$ cat config.mk
export PLATFORM = sky130hd
export DESIGN_NAME = chain_loader
export DESIGN_NICKNAME = d
export VERILOG_FILES = /design/src/rtl/chain_loader_pkg.sv /design/src/rtl/chain_loader_pacer.sv /design/src/rtl/chain_loader_serializer.sv /design/src/rtl/chain_loader_seq.sv /design/src/rtl/chain_loader.sv
export SDC_FILE = /design/constraint.sdc
export NUM_CORES = 1
export LEC_CHECK = 0
export ABC_AREA = 0
export BUFFER_PORTS_ARGS = -buffer_cell sky130_fd_sc_hd__buf_2
export CAP_MARGIN = 20
export CORE_MARGIN = 3
export CORE_UTILIZATION = 30
export CTS_BUF_LIST = sky130_fd_sc_hd__clkbuf_4 sky130_fd_sc_hd__clkbuf_8
export DETAILED_ROUTE_END_ITERATION = 8
export RECOVER_POWER = 100
export SLEW_MARGIN = 40
export SYNTH_ARGS = -nofsm -noshare
export SYNTH_HDL_FRONTEND = slang
export SYNTH_SLANG_ARGS = --single-unit
$ cat constraint.sdc
create_clock -name clk -period 5.5 [get_ports clk]
set_input_delay 0.275 -clock clk [delete_from_list [all_inputs] [get_ports clk]]
set_output_delay 0.275 -clock clk [all_outputs]
set_load 0.05 [all_outputs]
$ cat src/rtl/chain_loader_pkg.sv
package chain_loader_pkg;

   localparam int unsigned CH_PER_DEV = 10;

   typedef enum logic [2:0] {
      ST_IDLE  = 3'd0,
      ST_LOW   = 3'd1,
      ST_HIGH  = 3'd2,
      ST_HOLD  = 3'd3,
      ST_LATCH = 3'd4,
      ST_DONE  = 3'd5
   } ldr_state_t;

   function automatic int unsigned max3(input int unsigned a, input int unsigned b,
                                        input int unsigned c);
      int unsigned m;
      m = (a > b) ? a : b;
      return (m > c) ? m : c;
   endfunction

endpackage

$ cat src/rtl/chain_loader_pacer.sv
// Down-counting interval timer shared by every timed phase of a transfer.
module chain_loader_pacer #(
   parameter int unsigned CNT_W = 2
) (
   input  logic             clk,
   input  logic             rst_n,
   input  logic             load_i,
   input  logic [CNT_W-1:0] val_i,
   output logic             expired_o
);

   logic [CNT_W-1:0] cnt_q;

   assign expired_o = (cnt_q == '0);

   always_ff @(posedge clk or negedge rst_n) begin
      if (!rst_n) begin
         cnt_q <= '0;
      end else if (load_i) begin
         cnt_q <= val_i;
      end else if (!expired_o) begin
         cnt_q <= cnt_q - 1'b1;
      end
   end

   // A freshly loaded non-zero interval must not read as expired next cycle
   assert_load_not_expired_R3: assert property (@(posedge clk) disable iff (!rst_n)
      (load_i && val_i != '0) |=> !expired_o);

endmodule

$ cat src/rtl/chain_loader_serializer.sv
// Parallel-load shift register; the top stage drives the serial line.
module chain_loader_serializer #(
   parameter int unsigned WIDTH = 30
) (
   input  logic             clk,
   input  logic             rst_n,
   input  logic             load_i,
   input  logic             shift_i,
   input  logic [WIDTH-1:0] frame_i,
   output logic             bit_o
);

   logic [WIDTH-1:0] stage_w;

   for (genvar g = 0; g < WIDTH; g++) begin : g_stage
      logic shin;
      logic bit_q;

      if (g == 0) begin : g_tail
         assign shin = 1'b0;
      end else begin : g_link
         assign shin = stage_w[g-1];
      end

      always_ff @(posedge clk or negedge rst_n) begin
         if (!rst_n) begin
            bit_q <= 1'b0;
         end else if (load_i) begin
            bit_q <= frame_i[g];
         end else if (shift_i) begin
            bit_q <= shin;
         end
      end

      assign stage_w[g] = bit_q;
   end

   assign bit_o = stage_w[WIDTH-1];

   // Capture and advance come from different sequencer states
   assert_load_shift_excl_R2: assert property (@(posedge clk) disable iff (!rst_n)
      !(load_i && shift_i));

   // Without a load or shift the serial line holds its value
   assert_hold_when_quiet_R4: assert property (@(posedge clk) disable iff (!rst_n)
      (!load_i && !shift_i) |=> $stable(bit_o));

endmodule

$ cat src/rtl/chain_loader_seq.sv
// Transfer sequencer: idle, low/high shift phases, hold, latch, done.
module chain_loader_seq
   import chain_loader_pkg::*;
#(
   parameter int unsigned TOTAL_BITS = 30,
   parameter int unsigned HALF_DIV   = 2,
   parameter int unsigned HOLD_CYC   = 1,
   parameter int unsigned LATCH_CYC  = 2,
   parameter int unsigned TMR_W      = 2
) (
   input  logic             clk,
   input  logic             rst_n,
   input  logic             start_i,
   input  logic             tmr_expired_i,
   output logic             tmr_load_o,
   output logic [TMR_W-1:0] tmr_val_o,
   output logic             ser_load_o,
   output logic             ser_shift_o,
   output logic             sclk_o,
   output logic             slat_o,
   output logic             busy_o,
   output logic             done_o
);

   localparam int unsigned BC_W = $clog2(TOTAL_BITS + 1);
   localparam logic [TMR_W-1:0] PHASE_LD = TMR_W'(HALF_DIV - 1);
   localparam logic [TMR_W-1:0] HOLD_LD  = TMR_W'(HOLD_CYC - 1);
   localparam logic [TMR_W-1:0] LATCH_LD = TMR_W'(LATCH_CYC - 1);
   localparam logic [BC_W-1:0]  ALL_BITS = BC_W'(TOTAL_BITS);
   localparam logic [BC_W-1:0]  ONE_BIT  = BC_W'(1);

   ldr_state_t      state_q, state_d;
   logic [BC_W-1:0] left_q, left_d;
   logic            sclk_q, slat_q, busy_q, done_q;

   always_comb begin
      state_d     = state_q;
      left_d      = left_q;
      tmr_load_o  = 1'b0;
      tmr_val_o   = PHASE_LD;
      ser_load_o  = 1'b0;
      ser_shift_o = 1'b0;
      unique case (state_q)
         ST_IDLE: begin
            if (start_i) begin
               state_d    = ST_LOW;
               ser_load_o = 1'b1;
               tmr_load_o = 1'b1;
               left_d     = ALL_BITS;
            end
         end
         ST_LOW: begin
            if (tmr_expired_i) begin
               state_d    = ST_HIGH;
               tmr_load_o = 1'b1;
            end
         end
         ST_HIGH: begin
            if (tmr_expired_i) begin
               left_d     = left_q - 1'b1;
               tmr_load_o = 1'b1;
               if (left_q == ONE_BIT) begin
                  state_d   = ST_HOLD;
                  tmr_val_o = HOLD_LD;
               end else begin
                  state_d     = ST_LOW;
                  ser_shift_o = 1'b1;
               end
            end
         end
         ST_HOLD: begin
            if (tmr_expired_i) begin
               state_d    = ST_LATCH;
               tmr_load_o = 1'b1;
               tmr_val_o  = LATCH_LD;
            end
         end
         ST_LATCH: begin
            if (tmr_expired_i) begin
               state_d = ST_DONE;
            end
         end
         default: begin
            state_d = ST_IDLE;
         end
      endcase
   end

   always_ff @(posedge clk or negedge rst_n) begin
      if (!rst_n) begin
         state_q <= ST_IDLE;
         left_q  <= '0;
         sclk_q  <= 1'b0;
         slat_q  <= 1'b0;
         busy_q  <= 1'b0;
         done_q  <= 1'b0;
      end else begin
         state_q <= state_d;
         left_q  <= left_d;
         sclk_q  <= (state_d == ST_HIGH);
         slat_q  <= (state_d == ST_LATCH);
         busy_q  <= (state_d != ST_IDLE);
         done_q  <= (state_d == ST_DONE);
      end
   end

   assign sclk_o = sclk_q;
   assign slat_o = slat_q;
   assign busy_o = busy_q;
   assign done_o = done_q;

   // Once running, busy only drops after the done cycle
   assert_busy_until_done_R6: assert property (@(posedge clk) disable iff (!rst_n)
      (busy_o && !done_o) |=> busy_o);

   // A start seen while running does not reload the frame
   assert_no_reload_when_busy_R7: assert property (@(posedge clk) disable iff (!rst_n)
      busy_o |-> !ser_load_o);

endmodule

$ cat src/rtl/chain_loader.sv
// Host-side loader for a string of cascaded 10-channel serial drivers.
module chain_loader
   import chain_loader_pkg::*;
#(
   parameter  int unsigned NUM_DEV       = 3,
   parameter  int unsigned DEV_CH        = CH_PER_DEV,
   parameter  int unsigned HALF_DIV      = 2,
   parameter  int unsigned HOLD_CYC      = 1,
   parameter  int unsigned LATCH_CYC     = 2,
   parameter  int unsigned SYS_CLK_NS    = 20,
   parameter  int unsigned MIN_PHASE_NS  = 10,
   parameter  int unsigned MIN_PERIOD_NS = 34,
   parameter  int unsigned MIN_HOLD_NS   = 10,
   parameter  int unsigned MIN_LATCH_NS  = 20,
   localparam int unsigned TOTAL_BITS    = NUM_DEV * DEV_CH
) (
   input  logic                  clk,
   input  logic                  rst_n,
   input  logic                  start_i,
   input  logic [TOTAL_BITS-1:0] frame_i,
   output logic                  busy_o,
   output logic                  done_o,
   output logic                  ser_clk_o,
   output logic                  ser_dat_o,
   output logic                  ser_lat_o
);

   localparam int unsigned TMR_MAX = max3(HALF_DIV, HOLD_CYC, LATCH_CYC);
   localparam int unsigned TMR_W   = $clog2(TMR_MAX + 1);
   localparam int unsigned BC_W    = $clog2(TOTAL_BITS + 1);
   localparam int unsigned RUN_W   = $clog2(HALF_DIV + 2);

   // ---------------- elaboration-time parameter checks ----------------
   if (NUM_DEV < 1 || DEV_CH < 1) begin : g_bad_size
      $error("chain_loader: chain must hold at least one channel");
   end
   if (HALF_DIV < 1 || HOLD_CYC < 1 || LATCH_CYC < 1) begin : g_bad_count
      $error("chain_loader: interval counts must be at least one cycle");
   end
   if (HALF_DIV * SYS_CLK_NS < MIN_PHASE_NS) begin : g_bad_phase
      $error("chain_loader: clock phase or data setup too short");
   end
   if (2 * HALF_DIV * SYS_CLK_NS < MIN_PERIOD_NS) begin : g_bad_period
      $error("chain_loader: serial clock too fast");
   end
   if (HOLD_CYC * SYS_CLK_NS < MIN_HOLD_NS) begin : g_bad_hold
      $error("chain_loader: latch too close to last clock edge");
   end
   if (LATCH_CYC * SYS_CLK_NS < MIN_LATCH_NS) begin : g_bad_latch
      $error("chain_loader: latch pulse too narrow");
   end

   logic             tmr_load, tmr_expired, ser_load, ser_shift;
   logic [TMR_W-1:0] tmr_val;

   chain_loader_seq #(
      .TOTAL_BITS (TOTAL_BITS),
      .HALF_DIV   (HALF_DIV),
      .HOLD_CYC   (HOLD_CYC),
      .LATCH_CYC  (LATCH_CYC),
      .TMR_W      (TMR_W)
   ) u_seq (
      .clk           (clk),
      .rst_n         (rst_n),
      .start_i       (start_i),
      .tmr_expired_i (tmr_expired),
      .tmr_load_o    (tmr_load),
      .tmr_val_o     (tmr_val),
      .ser_load_o    (ser_load),
      .ser_shift_o   (ser_shift),
      .sclk_o        (ser_clk_o),
      .slat_o        (ser_lat_o),
      .busy_o        (busy_o),
      .done_o        (done_o)
   );

   chain_loader_pacer #(
      .CNT_W (TMR_W)
   ) u_pacer (
      .clk       (clk),
      .rst_n     (rst_n),
      .load_i    (tmr_load),
      .val_i     (tmr_val),
      .expired_o (tmr_expired)
   );

   chain_loader_serializer #(
      .WIDTH (TOTAL_BITS)
   ) u_ser (
      .clk     (clk),
      .rst_n   (rst_n),
      .load_i  (ser_load),
      .shift_i (ser_shift),
      .frame_i (frame_i),
      .bit_o   (ser_dat_o)
   );

   // ---------------- port-level checkers ----------------
   logic             sclk_d, slat_d;
   logic [BC_W-1:0]  rise_cnt;
   logic [RUN_W-1:0] hi_run;

   always_ff @(posedge clk or negedge rst_n) begin
      if (!rst_n) begin
         sclk_d   <= 1'b0;
         slat_d   <= 1'b0;
         rise_cnt <= '0;
         hi_run   <= '0;
      end else begin
         sclk_d <= ser_clk_o;
         slat_d <= ser_lat_o;
         if (!busy_o) begin
            rise_cnt <= '0;
         end else if (ser_clk_o && !sclk_d) begin
            rise_cnt <= rise_cnt + 1'b1;
         end
         if (!ser_clk_o) begin
            hi_run <= '0;
         end else if (hi_run != {RUN_W{1'b1}}) begin
            hi_run <= hi_run + 1'b1;
         end
      end
   end

   assert_edge_count_R1: assert property (@(posedge clk) disable iff (!rst_n)
      (ser_lat_o && !slat_d) |-> (rise_cnt == BC_W'(TOTAL_BITS)));

   assert_high_width_R3: assert property (@(posedge clk) disable iff (!rst_n)
      (!ser_clk_o && sclk_d) |-> (hi_run == RUN_W'(HALF_DIV)));

   assert_data_stable_R4: assert property (@(posedge clk) disable iff (!rst_n)
      ser_clk_o |-> $stable(ser_dat_o));

   assert_latch_clk_excl_R5: assert property (@(posedge clk) disable iff (!rst_n)
      !(ser_lat_o && ser_clk_o));

   assert_done_after_latch_R6: assert property (@(posedge clk) disable iff (!rst_n)
      done_o |-> (!ser_lat_o && slat_d));

   assert_done_single_R6: assert property (@(posedge clk) disable iff (!rst_n)
      done_o |=> !done_o);

endmodule

==> impl_metrics.toml, run 1 <==
[run_status]
status = "complete, but fails checks"
failing_checks = "capacitance limit, slew limit"

[clocking]
clk_pin_slew_worst_paths_ns = 0.09
clock_sink_count = 44
insertion_delay_ns = 0.30
cts_htree_levels = 2
post-cts-setup-buffer-count = 0
max-clock-path-buffers = 2
tritoncts.num_buffers = 5
root_buffer = "sky130_fd_sc_hd__clkbuf_8"
cts_tree = "yes"

[logic_synthesis]
synthDominantAreaCellType = "sky130_fd_sc_hd__dfrtp_1"
syn_area_per_cell_um2 = 9.28
synth_top_cell_area_share_pct = 49.4
synth_fp_nets = 276
synth-seq-cells = 44
postSynthCellCount = 240
synth.lib_cells_used.distinct = 33
post_synth_main_area_contributors = "sky130_fd_sc_hd__dfrtp_1, sky130_fd_sc_hd__nand2_1, sky130_fd_sc_hd__nand3_1"
synthesis.area_um2 = 2230
ys.warnings.count = 0
proportion_of_synthesized_chip_area_in_sequential_cells_pct = 49.4

[finish]
layout.cells.most_common = "sky130_fd_sc_hd__nand2_1"
ff_latch_area_um2 = 1100
mostFrequentLayoutCells = "sky130_fd_sc_hd__nand2_1, sky130_fd_sc_hd__dfrtp_1, sky130_fd_sc_hd__nand3_1, sky130_fd_sc_hd__buf_2, sky130_fd_sc_hd__o211ai_1"
share_of_post_route_cells_with_drive_strength_above_1_pct = 16.6
layout_area_growth_over_synthesis_pct = 12.4
final_core_util_pct = 35.9
finalInstanceArea_um2 = 2500
final_cell_count_no_fill = 361
multiInputGateArea_um2 = 963
finalNetCount = 300
num-fill-cells = 760
n_antenna_cell = 0

[place]
placement.io_buffers = 37
gpl.final_weighted_congestion = 0.728
dpl.cell_count = 352
placed_cell_area_um2 = 2450
dp_hpwl_mm = 3.13

[sta]
rsz_0062_raised_after_global_routing = "no"
timing_hold_violations_final = 0
final.period_utilization_pct = 50.5
timing.clock.skew_ns = 0.0112
tns_ns = 0
final_max_slew_viol_count = 45
fmax_mhz = 360
final-setup-viol-count = 0
worst_slew_margin_rel_pct = -59.0
timing.final.crit_period_ns = 2.78
worst_pin_slew_ns = 2.38

[global_routing]
grt-ovfl-total = 0
largest_net_degree_at_the_start_of_global_routing = 45
antenna_violations_before_repair = 0
number_of_global_route_vias_before_repair = 1739
grt_first_pass_wirelength_mm = 8.38
grt_usage_pct = 12.1

[setup_path]
worst-endpoint-required_ns = 5.67
worst_path_max_delay_cell = "sky130_fd_sc_hd__and4bb_1"
crit_path_max_fanout = 38
critical_path_arrival_ns = 2.95
cp_startpoint_kind = "flop"
critical_path.cell_chain = "inv_1 > ha_1 > and4bb_1 > and2_4 > o211ai_1"
critical_path_s_largest_stage_delay_ns = 1.11
path_class = "reg -> reg"
sort_of_element_at_the_end_of_the_critical_path = "flop"

[die]
die-width_um = 92.2
starting_density_of_the_core_pct = 31.9
std_cell_rows = 30
die_area_um2 = 8490
die_y_extent_um = 92.2
coreArea_um2 = 6980
boundaryPins = 38

[route]
drt_first_pass_iters = 4
drt_drc_violations_left = 0
route.vias.total = 1757
drt_first_iter_violations = 90
avgViaCountPerCell = 4.87
route.detailed.wl_per_inst_um = 13.7
final_antenna_net_count = 0
routed_wirelength_mm = 4.95

[flow_run]
drv.max_cap_violation_count = 1

[power]
power-per-cell-area_nw_per_um2 = 515
total_power_draw_mw = 1.29
vdd_drop_max_v = 0.000147
p_leak_nw = 1.08

[worst_hold_path]
hold_path.class = "in -> reg"
area by class of cell:
| type | instances | share of cell area, % |
|---|---|---|
| Multi-Input combinational cell | 167 | 38.5 |
| Tap cell | 96 | 4.80 |
| Clock inverter | 1 | 0.300 |
| Sequential cell | 44 | 44.0 |
| Clock buffer | 7 | 3.60 |
| Inverter | 7 | 1.05 |
| Timing Repair Buffer | 39 | 7.80 |
layer usage:
| layer | share of wire, % | vias to the layer above | global-route usage (%) | routed length [um] |
|---|---|---|---|---|
| met3 | 4.4 | 5 | 2.79 | 216 |
| li1 | - | 889 | - | - |
| met5 | 0 | - | 0 | 0 |
| met4 | 1.4 | 0 | 4.33 | 71 |
| met2 | 42 | 31 | 18.2 | 2090 |
| met1 | 52 | 832 | 17.0 | 2570 |
critical path, delay by kind of cell (launching register included):
family,cells,cell delay [ns]
adder cells (fa/ha/maj),1,0.40
AND/OR/NAND/NOR,2,1.62
flip-flops,1,0.40
buffers and inverters,1,0.07
AO/OA/AOI/OAI,1,0.15
synthesized netlist by cell type, drive strengths merged:
cell and number:
a211o 1, a211oi 1, a21o 1, a21oi 5
and2 1, and3 3, and4bb 1, buf 10
clkbuf 12, dfrtp 44, ha 3, inv 7
mux2i 4, nand2 60, nand2b 1, nand3 32
nand3b 2, nand4bb 1, nor2 5, nor3 4
nor4b 1, o2111ai 2, o211a 1, o211ai 28
o21ai 5, o221a 1, o2bb2a 1, o31ai 1
or4b 2
cells by family after synthesis:
family | after synthesis | share of synthesized area (%)
simple gates | 113 | 23.9
buf+inv | 29 | 5.90
compound gates | 47 | 17.3
mux | 4 | 1.80
flops | 44 | 49.4
fa+ha+maj | 3 | 1.69
timing repair:
item,CTS,global route
endpoints found under the hold margin,41,0
hold buffers,1,0
gates resized for setup,0,0
stage by stage:
step	worst slack, ns	hold slack (ns)
after global routing	2.30	0.183
after floorplan	3.77	-0.0206
after CTS	3.02	0.176
after detailed placement	3.04	0.314
final	2.72	0.176
after global placement	3.08	0.461
registers in the layout, indices dropped and copies added, names as in the netlist:
register	flops
u_seq.state_q	3
u_seq.busy_o	1
u_pacer.cnt_q	2
u_ser.g_stage.shin	1
u_ser.bit_o	1
u_ser.g_stage.bit_q	28
u_seq.done_o	1
u_seq.slat_o	1
u_seq.left_q	5
u_seq.sclk_o	1
power breakdown:
part | internal (mW) | switching [mW] | total [mW]
registers | 0.468 | 0.107 | 0.575
clock network | 0.107 | 0.113 | 0.220
logic | 0.199 | 0.296 | 0.495
total | 0.774 | 0.516 | 1.29
path summary, 6_finish.rpt:
kind / start / to / slack (ns) / cells after the start
setup / recovery: u_pacer.cnt_q[0] / u_ser.g_stage[13].bit_q / 2.72 / 5
min in group asynchronous: rst_n / u_seq.state_q[0] / 1.24 / 2
max in group asynchronous: rst_n / u_seq.left_q[1] / 2.90 / 2
setup reg to reg: u_pacer.cnt_q[0] / u_ser.g_stage[13].bit_q / 2.72 / 5
hold / removal: frame_i[0] / u_ser.g_stage[0].bit_q / 0.18 / 3
hold reg to reg: u_seq.left_q[4] / u_seq.left_q[4] / 0.47 / 1
(Power assumes the default switching activity.)
==> run 2, diff against run 1 <==
clock period = 2.85 ns   (was 5.5 ns; I/O delays follow)
==> run 2 against run 1 <==
  * The flow now finishes without violations
  * Critical path depth up 2
  * Final area up 0.80%
  * Worst hold slack worse by 0.12 ns
  * Core utilization increased by 0.29 points
  * Die area stayed put
  * Routed wire length increased by 3.2%
  * Maximum frequency rose by 27%
  * Global-route usage increased by 0.89 points
  * Power up 94%
  * Largest power group unchanged
  * Highest routed layer unchanged
==> impl_metrics.toml, run 2 (same netlist as run 1, synthesis figures left out) <==
[run_status]
status = "finished clean"

[setup_path]
cp_startpoint_kind = "flop"
worst-endpoint-required_ns = 3.01
worst_path_max_delay_cell = "sky130_fd_sc_hd__dfrtp_1"
path_class = "reg -> reg"
critical_path_s_largest_stage_delay_ns = 0.41
reg2reg_setup_slack_ns = 0.67
critical_path_arrival_ns = 2.34
critical_path.cell_chain = "inv_1 > ha_1 > clkbuf_1 > and4bb_1 > buf_4 > and3_1 > o21ai_0"
crit_path_max_fanout = 36
sort_of_element_at_the_end_of_the_critical_path = "flop"

[global_routing]
grt-ovfl-total = 0
largest_net_degree_at_the_start_of_global_routing = 45
number_of_global_route_vias_before_repair = 1820
antenna_violations_before_repair = 0
grt_first_pass_wirelength_mm = 8.90
grt_usage_pct = 13.0

[route]
wl_met3_um = 288
highest_layer = "met4"
drt_first_pass_iters = 4
wl_met1_mm = 2.52
met2WireLength_mm = 2.22
route.detailed.wl_per_inst_um = 14.0
routed_wirelength_mm = 5.11
route.vias.total = 1803
final_antenna_net_count = 0
avgViaCountPerCell = 4.94
drt_drc_violations_left = 0
drt_first_iter_violations = 115

[flow_run]
drv.max_cap_violation_count = 0

[place]
dpl.cell_count = 356
gpl.final_weighted_congestion = 0.761
dp_hpwl_mm = 3.25
placement.io_buffers = 37
placed_cell_area_um2 = 2480

[power]
total_power_draw_mw = 2.50
power-per-cell-area_nw_per_um2 = 992
vdd_drop_max_v = 0.000266
p_leak_nw = 1.09

[sta]
fmax_mhz = 458
final_max_slew_viol_count = 0
final-setup-viol-count = 0
worst_pin_slew_ns = 1.13
final.period_utilization_pct = 76.6
timing.final.crit_period_ns = 2.18
worst_slew_margin_rel_pct = 25.0
tns_ns = 0
rsz_0062_raised_after_global_routing = "no"
timing.clock.skew_ns = 0.0127
timing_hold_violations_final = 0

[finish]
finalNetCount = 304
layout.cells.most_common = "sky130_fd_sc_hd__nand2_1"
finalInstanceArea_um2 = 2520
n_antenna_cell = 0
largestRegisters = "u_ser.g_stage.bit_q: 28 flops, u_seq.left_q: 5 flops, u_seq.state_q: 3 flops"
largest_reg_flops = 28
share_of_post_route_cells_with_drive_strength_above_1_pct = 17.5
final_cell_count_no_fill = 365
mostFrequentLayoutCells = "sky130_fd_sc_hd__nand2_1, sky130_fd_sc_hd__dfrtp_1, sky130_fd_sc_hd__nand3_1, sky130_fd_sc_hd__buf_2, sky130_fd_sc_hd__o211ai_1"
layout_area_growth_over_synthesis_pct = 13.3
register_with_the_most_flip_flops = "u_ser.g_stage.bit_q"

[die]
starting_density_of_the_core_pct = 31.9
die-width_um = 92.2
die_y_extent_um = 92.2
die_area_um2 = 8490
std_cell_rows = 30
boundaryPins = 38
coreArea_um2 = 6980

[clocking]
tritoncts.num_buffers = 5
cts_htree_levels = 2
root_buffer = "sky130_fd_sc_hd__clkbuf_8"
clk_pin_slew_worst_paths_ns = 0.08
post-cts-setup-buffer-count = 0
cts_tree = "yes"
clock_sink_count = 44
insertion_delay_ns = 0.30
max-clock-path-buffers = 2

[worst_hold_path]
hold_path.class = "in -> reg"
run 2: area by class of cell:
class,count,area (um^2)
clock buffers,7,90.1
clock inverters,1,7.51
fillers,756,4460
inverters,7,26.3
multi-input cells,167,958
flip-flops and latches,44,1100
well taps,96,120
repair buffers,43,220
run 2: stage by stage:
step / worst slack (ns) / hold WS (ns) / util (%)
after global routing: 0.467 / 0.0486 / 36.1
after global placement: 0.930 / 0.356 / 35.4
after floorplan: 1.12 / -0.153 / -
final: 0.666 / 0.0544 / 36.1
after detailed placement: 0.898 / 0.188 / 35.5
after CTS: 0.891 / 0.0430 / 37.0
run 2: path summary, 6_finish.rpt:
| path | from | end | cells past startpoint |
|---|---|---|---|
| worst max-delay path | u_pacer.cnt_q[0] | u_seq.left_q[3] | 7 |
| worst min-delay path | frame_i[0] | u_ser.g_stage[0].bit_q | 3 |
| worst max register to register | u_pacer.cnt_q[0] | u_seq.left_q[3] | 7 |
| worst min register to register | u_seq.left_q[4] | u_seq.left_q[4] | 1 |
| max in group asynchronous | rst_n | u_seq.state_q[0] | 2 |
| min in group asynchronous | rst_n | u_ser.g_stage[0].bit_q | 2 |
run 2: repair_timing:
action / CTS / global route
endpoints found under the setup margin: 0 / 0
resized for setup: 0 / 0
hold endpoints to repair: 44 / 0
hold buffers: 1 / 0
run 2: power by group:
part	total, mW	internal, mW	switching [mW]
sequential	1.11	0.903	0.204
clock	0.427	0.207	0.220
combinational	0.971	0.389	0.581
run 2: critical path: cells and delay by family (launching register included):
kind                     cells  cell delay (ns)
AO/OA/AOI/OAI                1             0.07
buffers and inverters        3             0.85
adder cells (fa/ha/maj)      1             0.15
flip-flops                   1             0.41
AND/OR/NAND/NOR              2             0.55
run 2: metal layers:
layer	track usage, %	vias up
li1	-	895
met1	18.5	861
met2	18.8	40
met3	3.45	7
met4	4.83	0
met5	0	-
==> run 3, diff against run 2 <==
clock period = 2.2 ns   (was 2.85 ns; I/O delays follow)
==> run 3 against run 2 <==
  * Combinational power grew 29%
  * Power up 29%
  * Cell count increased by 0.82%
  * Largest power group unchanged
  * Highest routed layer unchanged
  * Register-to-register slack got worse by 0.26 ns
  * Worst hold slack worse by 0.033 ns
==> impl_metrics.toml, run 3 (same netlist as run 1, synthesis figures left out) <==
[run_status]
status = "finished clean"

[finish]
largest_reg_flops = 28
layout.cells.most_common = "sky130_fd_sc_hd__nand2_1"
register_with_the_most_flip_flops = "u_ser.g_stage.bit_q"
largestRegisters = "u_ser.g_stage.bit_q: 28 flops, u_seq.left_q: 5 flops, u_seq.state_q: 3 flops"
mostFrequentLayoutCells = "sky130_fd_sc_hd__nand2_1, sky130_fd_sc_hd__dfrtp_1, sky130_fd_sc_hd__nand3_1, sky130_fd_sc_hd__buf_2, sky130_fd_sc_hd__o211ai_1"
final_cell_count_no_fill = 368
share_of_post_route_cells_with_drive_strength_above_1_pct = 17.6
finalInstanceArea_um2 = 2540
finalNetCount = 307
layout_area_growth_over_synthesis_pct = 13.9
n_antenna_cell = 0
num-fill-cells = 762

[sta]
worst_slew_margin_rel_pct = 16.4
worst_pin_slew_ns = 1.25
worst_slack_ns = 0.406
rsz_0062_raised_after_global_routing = "no"
fmax_mhz = 557
timing.clock.skew_ns = 0.00266
timing.final.crit_period_ns = 1.79
tns_ns = 0
final.period_utilization_pct = 81.6
final-setup-viol-count = 0
final_max_slew_viol_count = 0
timing_hold_violations_final = 0

[clocking]
root_buffer = "sky130_fd_sc_hd__clkbuf_8"
cts_htree_levels = 2
tritoncts.num_buffers = 5
clk_pin_slew_worst_paths_ns = 0.08
insertion_delay_ns = 0.29
clock_sink_count = 44
max-clock-path-buffers = 2
cts_tree = "yes"

[route]
routed_wirelength_mm = 5.03
final_antenna_net_count = 0
drt_first_iter_violations = 162
drt_first_pass_iters = 4
drt_drc_violations_left = 0
route.detailed.wl_per_inst_um = 13.7
avgViaCountPerCell = 4.88
route.vias.total = 1797

[global_routing]
grt_usage_pct = 12.6
grt-ovfl-total = 0
grt_first_pass_wirelength_mm = 8.71
number_of_global_route_vias_before_repair = 1762
largest_net_degree_at_the_start_of_global_routing = 36
antenna_violations_before_repair = 0

[setup_path]
critical_path_s_largest_stage_delay_ns = 0.58
critical_path.cell_chain = "nor4b_4 > clkbuf_2 > nand2_1 > o211ai_1"
worst_path_max_delay_cell = "sky130_fd_sc_hd__clkbuf_2"
path_class = "reg -> reg"
critical_path_arrival_ns = 2.00
sort_of_element_at_the_end_of_the_critical_path = "flop"
cp_startpoint_kind = "flop"
crit_path_max_fanout = 34
worst-endpoint-required_ns = 2.41

[power]
share_clk_of_total_power_pct = 16.8
power_switching_mw = 1.29
power-per-cell-area_nw_per_um2 = 1270
p_leak_nw = 1.09
power_report.internal_total_mw = 1.94
vdd_drop_max_v = 0.000313
pwr-share-comb_pct = 38.6
power.share.sequential_pct = 44.6
power_switching_share_pct = 39.9

[flow_run]
drv.max_cap_violation_count = 0

[die]
coreArea_um2 = 6980
die_y_extent_um = 92.2
std_cell_rows = 30
starting_density_of_the_core_pct = 31.9
boundaryPins = 38
die_area_um2 = 8490
die-width_um = 92.2

[place]
dp_hpwl_mm = 3.28
post_place_setup_slack_ns = 0.414
placed_cell_area_um2 = 2500
dpl.cell_count = 359
placement.io_buffers = 37
gpl.final_weighted_congestion = 0.749

[worst_hold_path]
hold_path.class = "in -> reg"
run 3: cell count changes in the layout (fill, tap and decap cells not counted):
cell / before / now
sky130_fd_sc_hd__clkbuf_1: 6 / 9
sky130_fd_sc_hd__and4bb_1: 1 / 0
sky130_fd_sc_hd__and4bb_2: 0 / 1
sky130_fd_sc_hd__buf_4: 3 / 4
sky130_fd_sc_hd__clkbuf_2: 2 / 1
run 3: path summary, 6_finish.rpt:
kind	cells after the start	from	slack, ns	end
hold / removal	3	frame_i[29]	0.02	u_ser.bit_o
max in group asynchronous	3	rst_n	0.67	u_ser.g_stage[23].bit_q
setup / recovery	4	u_seq.state_q[1]	0.41	u_ser.g_stage[2].bit_q
hold reg to reg	1	u_seq.left_q[4]	0.49	u_seq.left_q[4]
min in group asynchronous	2	rst_n	0.14	u_seq.left_q[4]
setup reg to reg	4	u_seq.state_q[1]	0.41	u_ser.g_stage[2].bit_q
run 3: what timing repair did:
action,4_1_cts,5_1_grt
setup buffers,0,0
hold buffers,1,0
resized for setup,0,0
endpoints found under the hold margin,44,0
run 3: area by class of cell:
cell class,count,area [um^2],area share (%)
multi-input combinational,167,958,37.8
tap,96,120,4.73
sequential,44,1100,43.4
clock buffer,7,90.1,3.55
inverter,7,26.3,1.04
clock inverter,1,7.51,0.296
timing repair buffer,46,234,9.22
run 3: metrics by stage:
stage,hold slack (ns),power (mW),utilization (%)
floorplan,-0.186,2.49,-
global placement,-0.0893,2.76,35.8
detailed placement,-0.0890,2.80,35.8
CTS,0.0115,3.36,37.3
global route,0.0244,3.53,36.3
finish,0.0213,3.23,36.3
run 3: critical path, delay by kind of cell (launching register included):
kind,cells,cell delay [ns]
AOI/OAI and AO/OA,1,0.14
buffers and inverters,1,0.58
DFF,1,0.52
and+or+nand+nor,2,0.48
run 3: power by group through the flow:
| stage | logic (mW) | clock network, mW | registers (mW) |
|---|---|---|---|
| floorplan | 1.06 | 0 | 1.42 |
| global placement | 1.31 | 0 | 1.45 |
| detailed placement | 1.35 | 0 | 1.44 |
| CTS | 1.36 | 0.565 | 1.44 |
| global route | 1.44 | 0.594 | 1.50 |
| finish | 1.25 | 0.541 | 1.44 |
run 3: layer usage:
metal / up-vias / wire (um) / GRT usage [%]
li1: 903 / - / -
met1: 839 / 2540 / 18.6
met2: 53 / 2130 / 17.8
met3: 2 / 316 / 3.53
met4: 0 / 41 / 3.71
met5: - / 0 / 0
